===== config.mk =====
export PLATFORM = sky130hd
export DESIGN_NAME = ustep_translator
export DESIGN_NICKNAME = d
export VERILOG_FILES = /design/src/rtl/ustep_pkg.sv /design/src/rtl/ustep_pulse_sync.sv /design/src/rtl/ustep_position.sv /design/src/rtl/ustep_sine_lut.sv /design/src/rtl/ustep_translator.sv
export SDC_FILE = /design/constraint.sdc
export NUM_CORES = 1
export LEC_CHECK = 0
export BUFFER_PORTS_ARGS = -buffer_cell sky130_fd_sc_hd__buf_2
export CORE_ASPECT_RATIO = 0.6
export CORE_MARGIN = 8
export CORE_UTILIZATION = 40
export CTS_CLUSTER_SIZE = 24
export DETAILED_ROUTE_END_ITERATION = 12
export SYNTH_ARGS = -nofsm -noshare
export SYNTH_HDL_FRONTEND = slang
export SYNTH_HIERARCHICAL = 1
export SYNTH_SLANG_ARGS = --single-unit

===== constraint.sdc =====
create_clock -name clk -period 2.8 [get_ports clk]
set_input_delay 0.56 -clock clk [delete_from_list [all_inputs] [get_ports clk]]
set_output_delay 0.56 -clock clk [all_outputs]
set_load 0.05 [all_outputs]

===== src/rtl/ustep_pkg.sv =====
package ustep_pkg;
  typedef enum logic [1:0] {
    RES_FULL    = 2'b00,
    RES_HALF    = 2'b01,
    RES_QUARTER = 2'b10,
    RES_EIGHTH  = 2'b11
  } res_e;
endpackage


===== src/rtl/ustep_pulse_sync.sv =====
module ustep_pulse_sync #(
  parameter int STAGES = 2
) (
  input  logic clk,
  input  logic rst,
  input  logic pulse_i,
  output logic rise_o
);
  // chain[STAGES-1] is the synchronized level, chain[STAGES] its previous value
  logic [STAGES:0] chain;

  always_ff @(posedge clk) begin
    if (rst) chain <= '0;
    else     chain <= {chain[STAGES-1:0], pulse_i};
  end

  assign rise_o = chain[STAGES-1] & ~chain[STAGES];
endmodule


===== src/rtl/ustep_position.sv =====
module ustep_position
  import ustep_pkg::*;
#(
  parameter int IDX_W = 5
) (
  input  logic             clk,
  input  logic             rst,
  input  logic             adv_i,
  input  logic             fwd_i,
  input  res_e             res_i,
  input  logic             rehome_i,
  output logic [IDX_W-1:0] idx_o
);
  localparam int POSITIONS = 1 << IDX_W;
  localparam int QUAD      = POSITIONS / 4;
  localparam int ORIGIN    = QUAD / 2;

  logic [IDX_W-1:0] idx_q, stride, base, nxt;

  always_comb begin
    stride = IDX_W'(QUAD >> int'(res_i));
    if (res_i == RES_FULL)
      base = (idx_q & ~IDX_W'(QUAD - 1)) | IDX_W'(ORIGIN);
    else
      base = idx_q;
    nxt = fwd_i ? base + stride : base - stride;
  end

  always_ff @(posedge clk) begin
    if (rst)           idx_q <= IDX_W'(ORIGIN);
    else if (rehome_i) idx_q <= IDX_W'(ORIGIN);
    else if (adv_i)    idx_q <= nxt;
  end

  assign idx_o = idx_q;
endmodule


===== src/rtl/ustep_sine_lut.sv =====
module ustep_sine_lut #(
  parameter int IDX_W = 5,
  parameter int MAG_W = 4
) (
  input  logic [IDX_W-1:0] idx_i,
  output logic [MAG_W-1:0] mag_o,
  output logic             pol_o
);
  localparam int QW   = IDX_W - 2;
  localparam int QUAD = 1 << QW;

  logic [QW:0] arg;

  // quarter-wave, 8 fine positions per quadrant, full scale 15
  function automatic logic [MAG_W-1:0] quarter_wave(input logic [QW:0] a);
    case (int'(a))
      0:       return MAG_W'(0);
      1:       return MAG_W'(3);
      2:       return MAG_W'(6);
      3:       return MAG_W'(8);
      4:       return MAG_W'(11);
      5:       return MAG_W'(12);
      6:       return MAG_W'(14);
      default: return MAG_W'(15);
    endcase
  endfunction

  always_comb begin
    // odd quadrants run the wave backwards
    if (idx_i[QW]) arg = (QW+1)'(QUAD) - {1'b0, idx_i[QW-1:0]};
    else           arg = {1'b0, idx_i[QW-1:0]};
    mag_o = quarter_wave(arg);
    pol_o = ~idx_i[IDX_W-1];
  end
endmodule


===== src/rtl/ustep_translator.sv =====
module ustep_translator
  import ustep_pkg::*;
#(
  parameter int IDX_W       = 5,
  parameter int MAG_W       = 4,
  parameter int SYNC_STAGES = 2
) (
  input  logic             clk,
  input  logic             rst,
  input  logic             pulse_i,
  input  logic             fwd_i,
  input  logic [1:0]       res_sel_i,
  input  logic             rehome_i,
  input  logic             drive_en_i,
  output logic [MAG_W-1:0] ph_a_mag_o,
  output logic             ph_a_pol_o,
  output logic [MAG_W-1:0] ph_b_mag_o,
  output logic             ph_b_pol_o,
  output logic             at_origin_o
);
  localparam int NUM_PH = 2;
  localparam int QUAD   = (1 << IDX_W) / 4;
  localparam int ORIGIN = QUAD / 2;

  logic             adv;
  logic [IDX_W-1:0] idx_q;
  res_e             res;
  logic [MAG_W-1:0] lut_mag [NUM_PH];
  logic             lut_pol [NUM_PH];
  logic [MAG_W-1:0] mag_q   [NUM_PH];
  logic             pol_q   [NUM_PH];
  logic             origin_q;

  assign res = res_e'(res_sel_i);

  ustep_pulse_sync #(.STAGES(SYNC_STAGES)) sync_i (
    .clk     (clk),
    .rst     (rst),
    .pulse_i (pulse_i),
    .rise_o  (adv)
  );

  ustep_position #(.IDX_W(IDX_W)) pos_i (
    .clk      (clk),
    .rst      (rst),
    .adv_i    (adv),
    .fwd_i    (fwd_i),
    .res_i    (res),
    .rehome_i (rehome_i),
    .idx_o    (idx_q)
  );

  // each winding reads the wave shifted by a quarter cycle
  for (genvar p = 0; p < NUM_PH; p++) begin : g_phase
    localparam logic [IDX_W-1:0] OFS = IDX_W'(p * QUAD);
    logic [IDX_W-1:0] ph_idx;
    assign ph_idx = idx_q + OFS;

    ustep_sine_lut #(.IDX_W(IDX_W), .MAG_W(MAG_W)) lut_i (
      .idx_i (ph_idx),
      .mag_o (lut_mag[p]),
      .pol_o (lut_pol[p])
    );

    always_ff @(posedge clk) begin
      if (rst) begin
        mag_q[p] <= '0;
        pol_q[p] <= 1'b0;
      end else begin
        mag_q[p] <= drive_en_i ? lut_mag[p] : '0;
        pol_q[p] <= lut_pol[p];
      end
    end
  end

  always_ff @(posedge clk) begin
    if (rst) origin_q <= 1'b0;
    else     origin_q <= (idx_q == IDX_W'(ORIGIN));
  end

  assign ph_a_mag_o  = mag_q[0];
  assign ph_a_pol_o  = pol_q[0];
  assign ph_b_mag_o  = mag_q[1];
  assign ph_b_pol_o  = pol_q[1];
  assign at_origin_o = origin_q;
endmodule


Yosys cells after proc, flatten, opt, wreduce, memory -nomap -nowiden
Memories as Yosys holds them, arrays and structs flattened.
Cells that the tools add are included.
Storage, ports and cells
  memories kept: 2
  bits in read-only memories: 0
  input port bits: 8
  RAM bits: 10
  flip-flop bits (word level): 9
  bits in latches: 0
  output and inout bits: 11
Cells by class
  reductions and logical operators: 4
  multiply operators: 0
  eq/ne operators: 13
  mux-type cells: 15
  $add $sub $neg: 5
  order comparisons: 0
  bitwise operators: 8
  div/mod/pow operators: 0
  shift-type cells: 1
Memory list
  mag_q: depth 2, width 4, read ports 2, clocked after memory_dff 0, wr ports 2, line ustep_translator.sv:30  | logic [MAG_W-1:0] mag_q [NUM_PH];
  pol_q: depth 2, width 1, read ports 2, clocked after memory_dff 0, wr ports 2, line ustep_translator.sv:31  | logic pol_q [NUM_PH];
Operator list (count)
  $pmux 4 s7: 2
  $eq 4x3->1 const B: 6
  $mux 4: 6
  $eq 4x2->1 const B: 4
  $eq 4x1->1 const B: 2
  $logic_not 4->1: 2
  $sub 4x3->4 const A: 2
  $add 5x4->5 const B: 1
  $add 5x5->5: 1
  $eq 5x3->1 const B: 1
  $mux 1: 5
  $mux 5: 1
  $shr 4x2->5 const A: 1
  $sub 5x5->5: 1
  $or 1x1->1: 4
  $mux 3: 1
  $not 1->1: 3
  $logic_not 2->1: 1
  $reduce_or 2->1: 1
  $and 1x1->1: 1

Longest topological paths before layout
Gate-level depths: netlist of the first run.
  depth in word-level cells: 7
  gate-level depth with buffers: 10
  gate-level depth less buffers: 10

By module
The synthesis of the first run kept the hierarchy.
Modules (own cells, without submodules)
  ustep_sine_lut: times used 2, sequential area each 0.0 um2, area an instance 315.3 um2, cells an instance 42
  ustep_position: times used 1, sequential area each 100.1 um2, area an instance 425.4 um2, cells an instance 53
  ustep_translator: times used 1, sequential area each 220.2 um2, area an instance 321.6 um2, cells an instance 26
  ustep_pulse_sync: times used 1, sequential area each 60.1 um2, area an instance 87.6 um2, cells an instance 7

Worst setup path after synthesis of the first run
No wires, ideal clock.
  path type: input-to-reg
  start point: in res_sel_i[1]
  end point: reg pos_i.idx_q[4] (netlist: pos_i/idx_o[4])
  buffers on the path: 0
  setup time: 0.072 ns
  stages on the path: 9
  path slack: 0.406 ns
  arrival time: 2.322 ns
  path through: nor2b_1 inv_1 ha_1 mux2i_1 fa_1 nand2b_1 a2111oi_2 o21bai_1 mux2i_1
On the way
  longest elaborated chain between the ends: 4
Ends and longest elaborated chain
  from (decl): line ustep_translator.sv:12  | input logic [1:0] res_sel_i,
  $logic_not 2->1: line ustep_position.sv:22  | if (res_i == RES_FULL)
  $mux 3: line ustep_position.sv:22
  $sub 5x5->5 / $add 5x5->5 (equally long branches): line ustep_position.sv:26  | nxt = fwd_i ? base + stride : base - stride;
  $mux 5 (*): line ustep_position.sv:26
  to (signal assigned): line ustep_position.sv:30  | if (rst) idx_q <= IDX_W'(ORIGIN);
  to (signal assigned): line ustep_position.sv:31  | else if (rehome_i) idx_q <= IDX_W'(ORIGIN);
  to (signal assigned): line ustep_position.sv:32  | else if (adv_i) idx_q <= nxt;
  to (decl): line ustep_position.sv:18  | logic [IDX_W-1:0] idx_q, stride, base, nxt;
Mark *: on every way between the ends. The rest lies on a longest branch, timed or not.
A chain may end at the register's enable or synchronous reset.

Final worst setup path of the first run
Same ends and word-level chain as after synthesis.

==> impl_summary.txt, run 1 <==
----------------------------------------------------
[Outcome]
  Status ... finished, final reports clean

[Placement]
  HPWL after detailed placement ... 2149 um
  Pre-CTS setup slack ... 0.008810 ns
  PortBufs ... 18
  Routability congestion estimate ... 0.7941

[Global route]
  Total Routing Usage GR ... 10.51%
  Antenna violations before repair ... 0
  Pin count of the biggest net entering global routing ... 33
  Vias in the first global route ... between 1000 and 1500
  Sum of overflow across all layers after global routing ... 0
  First-pass GRT wire length ... 5216 um

[Detailed routing]
  Number of detailed-route iterations in the first pass ... 4
  DRC marker count from the first detailed-route iteration ... 37
  Total routed wirelength ... approximately 3000 um
  Number of design rule violations left after detail routing ... 0
  DR vias/cell ... 5.183
  Post-route antenna net violation count ... 0
  Detailed-route wire length per cell ... 13.26 um
  Vias after detailed routing ... between 1000 and 1500

[Layout]
  Number of fillers in the final layout ... between 300 and 400
  Share of post-route cells with drive strength above 1 ... 19.78%
  Net count reported at finish ... 199
  Leading cell type in the layout, fill and taps excluded ... sky130_fd_sc_hd__dfxtp_1
  Diode insertion count for antenna repair ... 0
  Most frequent cells in the layout ... sky130_fd_sc_hd__dfxtp_1, sky130_fd_sc_hd__buf_2, sky130_fd_sc_hd__inv_1, sky130_fd_sc_hd__a21oi_1, sky130_fd_sc_hd__nor2_1
  Area taken by multi-input logic gates ... 933.4 um^2
  Storage element area ... 380.4 um^2
  Layout Area Growth over Synthesis ... 7.857%

[Synth]
  Number of nets produced by synthesis ... 186
  Leading register cell type out of synthesis ... sky130_fd_sc_hd__dfxtp_1
  Fraction of registers with async set or reset after synthesis ... 0%
  Post-Syn Instances ... 170
  Post-Synthesis Mean Instance Area ... ~8.6 um^2
  Distinct cell type count of the synthesized netlist ... 47
  Count of flip-flops with a built-in enable after synthesis ... 0
  Synth warn ... 6
  Netlist area before placement ... ~0.0015 mm^2
  Flop and latch count out of synthesis ... 19
  Post-synthesis sequential area ratio ... 25.96%

[Floorplanning]
  Number of standard-cell rows in the floorplan ... 17
  Die H ... 62.88 um
  Die X-Extent ... 94.14 um
  Core area ... 0.003595 mm^2
  Initial Utilization ... 40.76%
  Die Area ... 0.005919 mm^2
  IO Pins ... 19

[Timing]
  Final setup fails ... 0
  Max frequency ... 392.6 MHz
  Worst Setup Slack, final ... 0.2527 ns
  Max Transition Viols Final ... 0
  Final worst path period share ... between 90% and 100%
  Setup_tns ... 0 ns
  Setup repair after global routing missed its margin ... false
  Final setup skew ... about 0.0064 ns
  Hold Vio Cnt, Final ... 0
  Slew headroom ... 57.71%
  Worst Tran Pin Value ... 0.6335 ns
  Worst hold slack ... 0.4545 ns
  Min Clock Period, post-route ... 2.547 ns

[Worst setup path]
  Crit path launch ... res_sel_i[1]
  Startpoint Class ... input pin
  Register-to-register setup slack ... around 0.58 ns
  Arrival time reported for the critical path endpoint ... 2.73 ns
  Most used cell, CP ... sky130_fd_sc_hd__mux2i_1
  Critical path class ... in2reg
  Critical-path cell with the highest stage delay ... sky130_fd_sc_hd__fa_1
  Slowest cell delay on critical path ... 0.46 ns
  Worst path required time ... 2.99 ns
  Ordered list of cells on the worst path ... buf_2 -> nor2b_1 -> inv_1 -> ha_1 -> mux2i_1 -> fa_1 -> nand2b_1 -> a2111oi_2 -> o21bai_1 -> mux2i_1
  Critical Path Sink Type ... register
  Maximum fanout along the worst path ... 7
  Reg-to-reg startpoint ... pos_i/idx_o[1]

[Clocking]
  Setup repair bufs after CTS ... 0
  Clock tree from TritonCTS ... built
  Clock transition at path regs ... 0.07 ns
  Hold-fix buffers, CTS ... 0
  Root Driver ... sky130_fd_sc_hd__clkbuf_8
  CTS Buf Count ... 3
  Clock H-tree levels ... 1
  Number of gates resized after cts ... 0
  Clock latency of the later-clocked register in the worst-skew pair ... 0.26 ns
  Number of sinks handled by clock tree synthesis ... 19
  Clock Path Buffers ... 2

[Hold path]
  Hold path startpoint ... sync_i/chain[0]
  Type of the worst min-delay path ... reg2reg

[Power and ir drop]
  Overall power of the completed layout ... 0.0005974 W
  Leakage ... 0.6442 nW
  Cell Pwr Density ... 378.1 mW/mm^2
  Largest voltage drop on the vdd net ... 0.1981 mV

[Job]
  Maximum Capacitance Violations ... 0

----------------------------------------------------
logic make-up after synthesis:
group,count (synthesis),synth area share (%)
AO/OA/AOI/OAI,41,20.50
flip-flops,19,25.96
buffers and inverters,26,10.33
multiplexers,5,3.416
AND/OR/NAND/NOR,62,27.07
XOR/XNOR,9,5.380
adder cells (fa/ha/maj),8,7.344
registers in the layout, summed over array words and instances (netlist names):
register and flops:
pos_i/idx_o 5, mag_q 8, pol_q 2, sync_i/chain 3, at_origin_o 1
worst paths after layout:
path | endpoint | cells past startpoint
setup / recovery | pos_i/idx_o[4] | 10
hold / removal | sync_i/chain[1] | 1
setup reg to reg | pos_i/idx_o[4] | 6
hold reg to reg | sync_i/chain[1] | 1
per-stage QoR:
step | utilization, % | cells | cell area, um^2
after floorplan | - | 170 | 1465
after global placement | 42.67 | 225 | 1534
after detailed placement | 42.67 | 225 | 1534
after CTS | 43.96 | 229 | 1580
after global routing | 43.96 | 229 | 1580
final | 43.96 | 229 | 1580
where the power goes:
group	switching [W]	internal [W]
registers	0.00000513	0.000282
clock network	0.0000920	0.0000989
logic	0.0000792	0.0000406
total	0.000176	0.000421
worst max-delay path, delay by kind of cell:
| family | cells | cell delay, ns |
|---|---|---|
| fa+ha+maj | 2 | 0.73 |
| compound gates | 2 | 0.47 |
| simple gates | 2 | 0.43 |
| mux | 2 | 0.31 |
| buf+inv | 2 | 0.22 |
Yosys cell counts, types with 7 or more instances:
cell	count	share of area, %
sky130_fd_sc_hd__and2_1	8	3.4
sky130_fd_sc_hd__ha_1	7	6.0
sky130_fd_sc_hd__dfxtp_1	19	26
sky130_fd_sc_hd__xor2_1	7	4.2
sky130_fd_sc_hd__nor2_1	10	2.6
sky130_fd_sc_hd__nor3b_1	8	4.1
sky130_fd_sc_hd__a21oi_1	10	3.4
sky130_fd_sc_hd__nor2b_1	8	3.4
sky130_fd_sc_hd__inv_1	11	2.8
sky130_fd_sc_hd__buf_4	10	5.1
layout make-up:
type,instances,share of cell area (%)
Multi-Input combinational cell,125,59.07
Sequential cell,19,24.07
Timing Repair Buffer,21,7.126
Tap cell,47,3.721
Inverter,13,3.088
Clock buffer,3,2.613
Clock inverter,1,0.3167
metal layers:
metal / vias to the layer above / track usage [%] / routed length [um]
met5: - / 0 / 0
met4: 0 / 2.947 / 21
met3: 2 / 2.158 / 165
met2: 27 / 15.91 / 1281
met1: 534 / 14.44 / 1568
li1: 624 / - / -
(Power assumes the default switching activity.)
==> run 2, diff against run 1 <==
ABC_CLOCK_PERIOD_IN_PS = 2800   (was not set)
MAX_ROUTING_LAYER = met4   (was not set)
==> run 2 against run 1 <==
- die area did not move
- largest power group unchanged
- critical path depth is the same
- largest cell class unchanged
- via count grew 0.51%
- setup slack is essentially flat
- sequential share of layout area unchanged
- maximum frequency about the same
- combinational power about the same
- first-iteration DRC count increased by 27%
- non-clock buffer count unchanged
- clock-buffer cell count did not move
- hold slack about the same
==> impl_summary.txt, run 2 (synthesis gave the netlist of run 1 again) <==
----------------------------------------------------
[Layout]
  Layout Area Growth over Synthesis ... 7.857% (unchanged)
  Leading cell type in the layout, fill and taps excluded ... sky130_fd_sc_hd__dfxtp_1 (unchanged)
  Net count reported at finish ... 199 (unchanged)
  Post-layout instance area ... 0.001580 mm^2 (unchanged)
  Biggest register ... mag_q (unchanged)
  Share of post-route cells with drive strength above 1 ... 19.78% (unchanged)
  Largest register FFs ... 8 (unchanged)
  Diode insertion count for antenna repair ... 0 (unchanged)
  Most frequent cells in the layout ... sky130_fd_sc_hd__dfxtp_1, sky130_fd_sc_hd__buf_2, sky130_fd_sc_hd__inv_1, sky130_fd_sc_hd__a21oi_1, sky130_fd_sc_hd__nor2_1 (unchanged)
  Utilization after layout ... 43.96% (unchanged)

[Detailed routing]
  Met1 wire length ... 1514 um (was 1568 um)
  DRC marker count from the first detailed-route iteration ... 47 (was 37)
  Detailed-route wire length per cell ... 13.27 um (was 13.26 um)
  Vias after detailed routing ... 1193 (was 1187)
  Routed length on met2 ... 1299 um (was 1281 um)
  Total routed wirelength ... 3039 um (was 3036 um)
  WL met3 ... 204 um (was 165 um)
  Number of detailed-route iterations in the first pass ... 4 (unchanged)
  DR vias/cell ... 5.210 (was 5.183)
  Number of design rule violations left after detail routing ... 0 (unchanged)
  Post-route antenna net violation count ... 0 (unchanged)
  Top layer used by detailed routing ... met4 (unchanged)

[Global route]
  Vias in the first global route ... 1119 (was 1121)
  Sum of overflow across all layers after global routing ... 0 (unchanged)
  First-pass GRT wire length ... 5223 um (was 5216 um)
  Antenna violations before repair ... 0 (unchanged)
  Pin count of the biggest net entering global routing ... 33 (unchanged)
  Total Routing Usage GR ... 10.79% (was 10.51%)

[Worst setup path]
  Slowest cell delay on critical path ... 0.46 ns (about the same)
  Critical path class ... in2reg (unchanged)
  Startpoint Class ... input pin (unchanged)
  Maximum fanout along the worst path ... 7 (unchanged)
  Most used cell, CP ... sky130_fd_sc_hd__mux2i_1 (unchanged)
  Worst path required time ... 2.99 ns (about the same)
  Arrival time reported for the critical path endpoint ... 2.73 ns (about the same)
  Critical-path cell with the highest stage delay ... sky130_fd_sc_hd__fa_1 (unchanged)
  Ordered list of cells on the worst path ... buf_2 -> nor2b_1 -> inv_1 -> ha_1 -> mux2i_1 -> fa_1 -> nand2b_1 -> a2111oi_2 -> o21bai_1 -> mux2i_1 (unchanged)
  Critical Path Sink Type ... register (unchanged)

[Placement]
  Routability congestion estimate ... 0.8054 (was 0.7941)
  PortBufs ... 18 (unchanged)
  Post-Place Cell Area ... 0.001534 mm^2 (unchanged)
  HPWL after detailed placement ... 2149 um (unchanged)

[Power and ir drop]
  Leakage ... 0.6442 nW (unchanged)
  Logic pwr share ... 20.0% (about the same)
  Fraction of power spent switching nets ... 29.65% (was 29.52%)
  Power spent charging and discharging nets ... 0.0001775 W (was 0.0001763 W)
  Share of total power in sequential cells ... 47.9% (was 48.0%)
  Overall power of the completed layout ... 0.0005986 W (was 0.0005974 W)
  Internal power summed over all cells ... 0.0004211 W (about the same)
  Cell Pwr Density ... 378.8 mW/mm^2 (was 378.1 mW/mm^2)
  Clock group share of total power ... 32.1% (was 31.9%)
  Largest voltage drop on the vdd net ... 0.1981 mV (about the same)

[Timing]
  Max Transition Viols Final ... 0 (unchanged)
  Final setup skew ... 0.007777 ns (was 0.006377 ns)
  Setup_tns ... 0 ns (unchanged)
  Final worst path period share ... 90.97% (was 90.98%)
  Worst Tran Pin Value ... 0.6346 ns (was 0.6335 ns)
  Setup repair after global routing missed its margin ... false (unchanged)
  Min Clock Period, post-route ... 2.547 ns (about the same)
  Final setup fails ... 0 (unchanged)
  Max frequency ... 392.6 MHz (about the same)
  Hold Vio Cnt, Final ... 0 (unchanged)
  Slew headroom ... 57.64% (was 57.71%)

[Floorplanning]
  IO Pins ... 19 (unchanged)
  Number of standard-cell rows in the floorplan ... 17 (unchanged)
  Die X-Extent ... 94.14 um (unchanged)
  Core area ... 0.003595 mm^2 (unchanged)
  Initial Utilization ... 40.76% (unchanged)
  Die Area ... 0.005919 mm^2 (unchanged)
  Die H ... 62.88 um (unchanged)

[Clocking]
  Clock tree from TritonCTS ... built (unchanged)
  Clock H-tree levels ... 1 (unchanged)
  Clock Path Buffers ... 2 (unchanged)
  Number of sinks handled by clock tree synthesis ... 19 (unchanged)
  Number of gates resized after cts ... 0 (unchanged)
  Clock latency of the later-clocked register in the worst-skew pair ... 0.26 ns (about the same)
  CTS Buf Count ... 3 (unchanged)
  Root Driver ... sky130_fd_sc_hd__clkbuf_8 (unchanged)
  Hold-fix buffers, CTS ... 0 (unchanged)
  Clock transition at path regs ... 0.07 ns (about the same)
  Setup repair bufs after CTS ... 0 (unchanged)

[Job]
  Maximum Capacitance Violations ... 0 (unchanged)

[Outcome]
  Status ... finished, final reports clean (unchanged)

[Hold path]
  Type of the worst min-delay path ... reg2reg (unchanged)

----------------------------------------------------
[run 2: cell counts in the layout (fill, tap and decap cells not counted)]
No cell type changed its count.
[run 2: power groups by stage]
| stage | clock, W | combinational (W) | sequential, W |
|---|---|---|---|
| floorplan | 0 | 0.0000618 | 0.000323 |
| global placement | 0 | 0.000116 | 0.000293 |
| detailed placement | 0 | 0.000119 | 0.000293 |
| CTS | 0.000203 | 0.000120 | 0.000287 |
| global route | 0.000207 | 0.000132 | 0.000288 |
| finish | 0.000192 | 0.000120 | 0.000287 |
[run 2: worst paths after layout]
check                   from         endpoint  slack, ns  cells after the start
max             res_sel_i[1]   pos_i/idx_o[4]       0.25                     10
min          sync_i/chain[0]  sync_i/chain[1]       0.45                      1
min reg2reg  sync_i/chain[0]  sync_i/chain[1]       0.45                      1
max reg2reg   pos_i/idx_o[1]   pos_i/idx_o[4]       0.58                      6
[run 2: metal layers]
| metal | global-route usage (%) | vias up |
|---|---|---|
| met5 | - | - |
| met4 | 2.947 | 0 |
| met3 | 2.158 | 2 |
| met2 | 15.83 | 32 |
| met1 | 14.51 | 536 |
| li1 | - | 623 |
[run 2: final cells by class]
cell class                 instances  area (um^2)
clock buffer                       3        41.29
sequential                        19        380.4
clock inverter                     1        5.005
inverter                          13        48.80
tap                               47        58.81
fill                             344         2014
timing repair buffer              21        112.6
multi-input combinational        125        933.4
[run 2: through the flow]
step	worst slack (ns)	hold slack (ns)	std cells
floorplan	0.4064	0.4138	170
global placement	0.1799	0.4420	225
detailed placement	0.008810	0.4323	225
CTS	0.2671	0.4585	229
global route	0.05849	0.4719	229
finish	0.2527	0.4545	229
[run 2: worst max-delay path: cells and delay by family]
family                   cells  cell delay [ns]
adder cells (fa/ha/maj)      2             0.73
AO/OA/AOI/OAI                2             0.47
AND/OR/NAND/NOR              2             0.43
multiplexers                 2             0.31
buffers and inverters        2             0.22
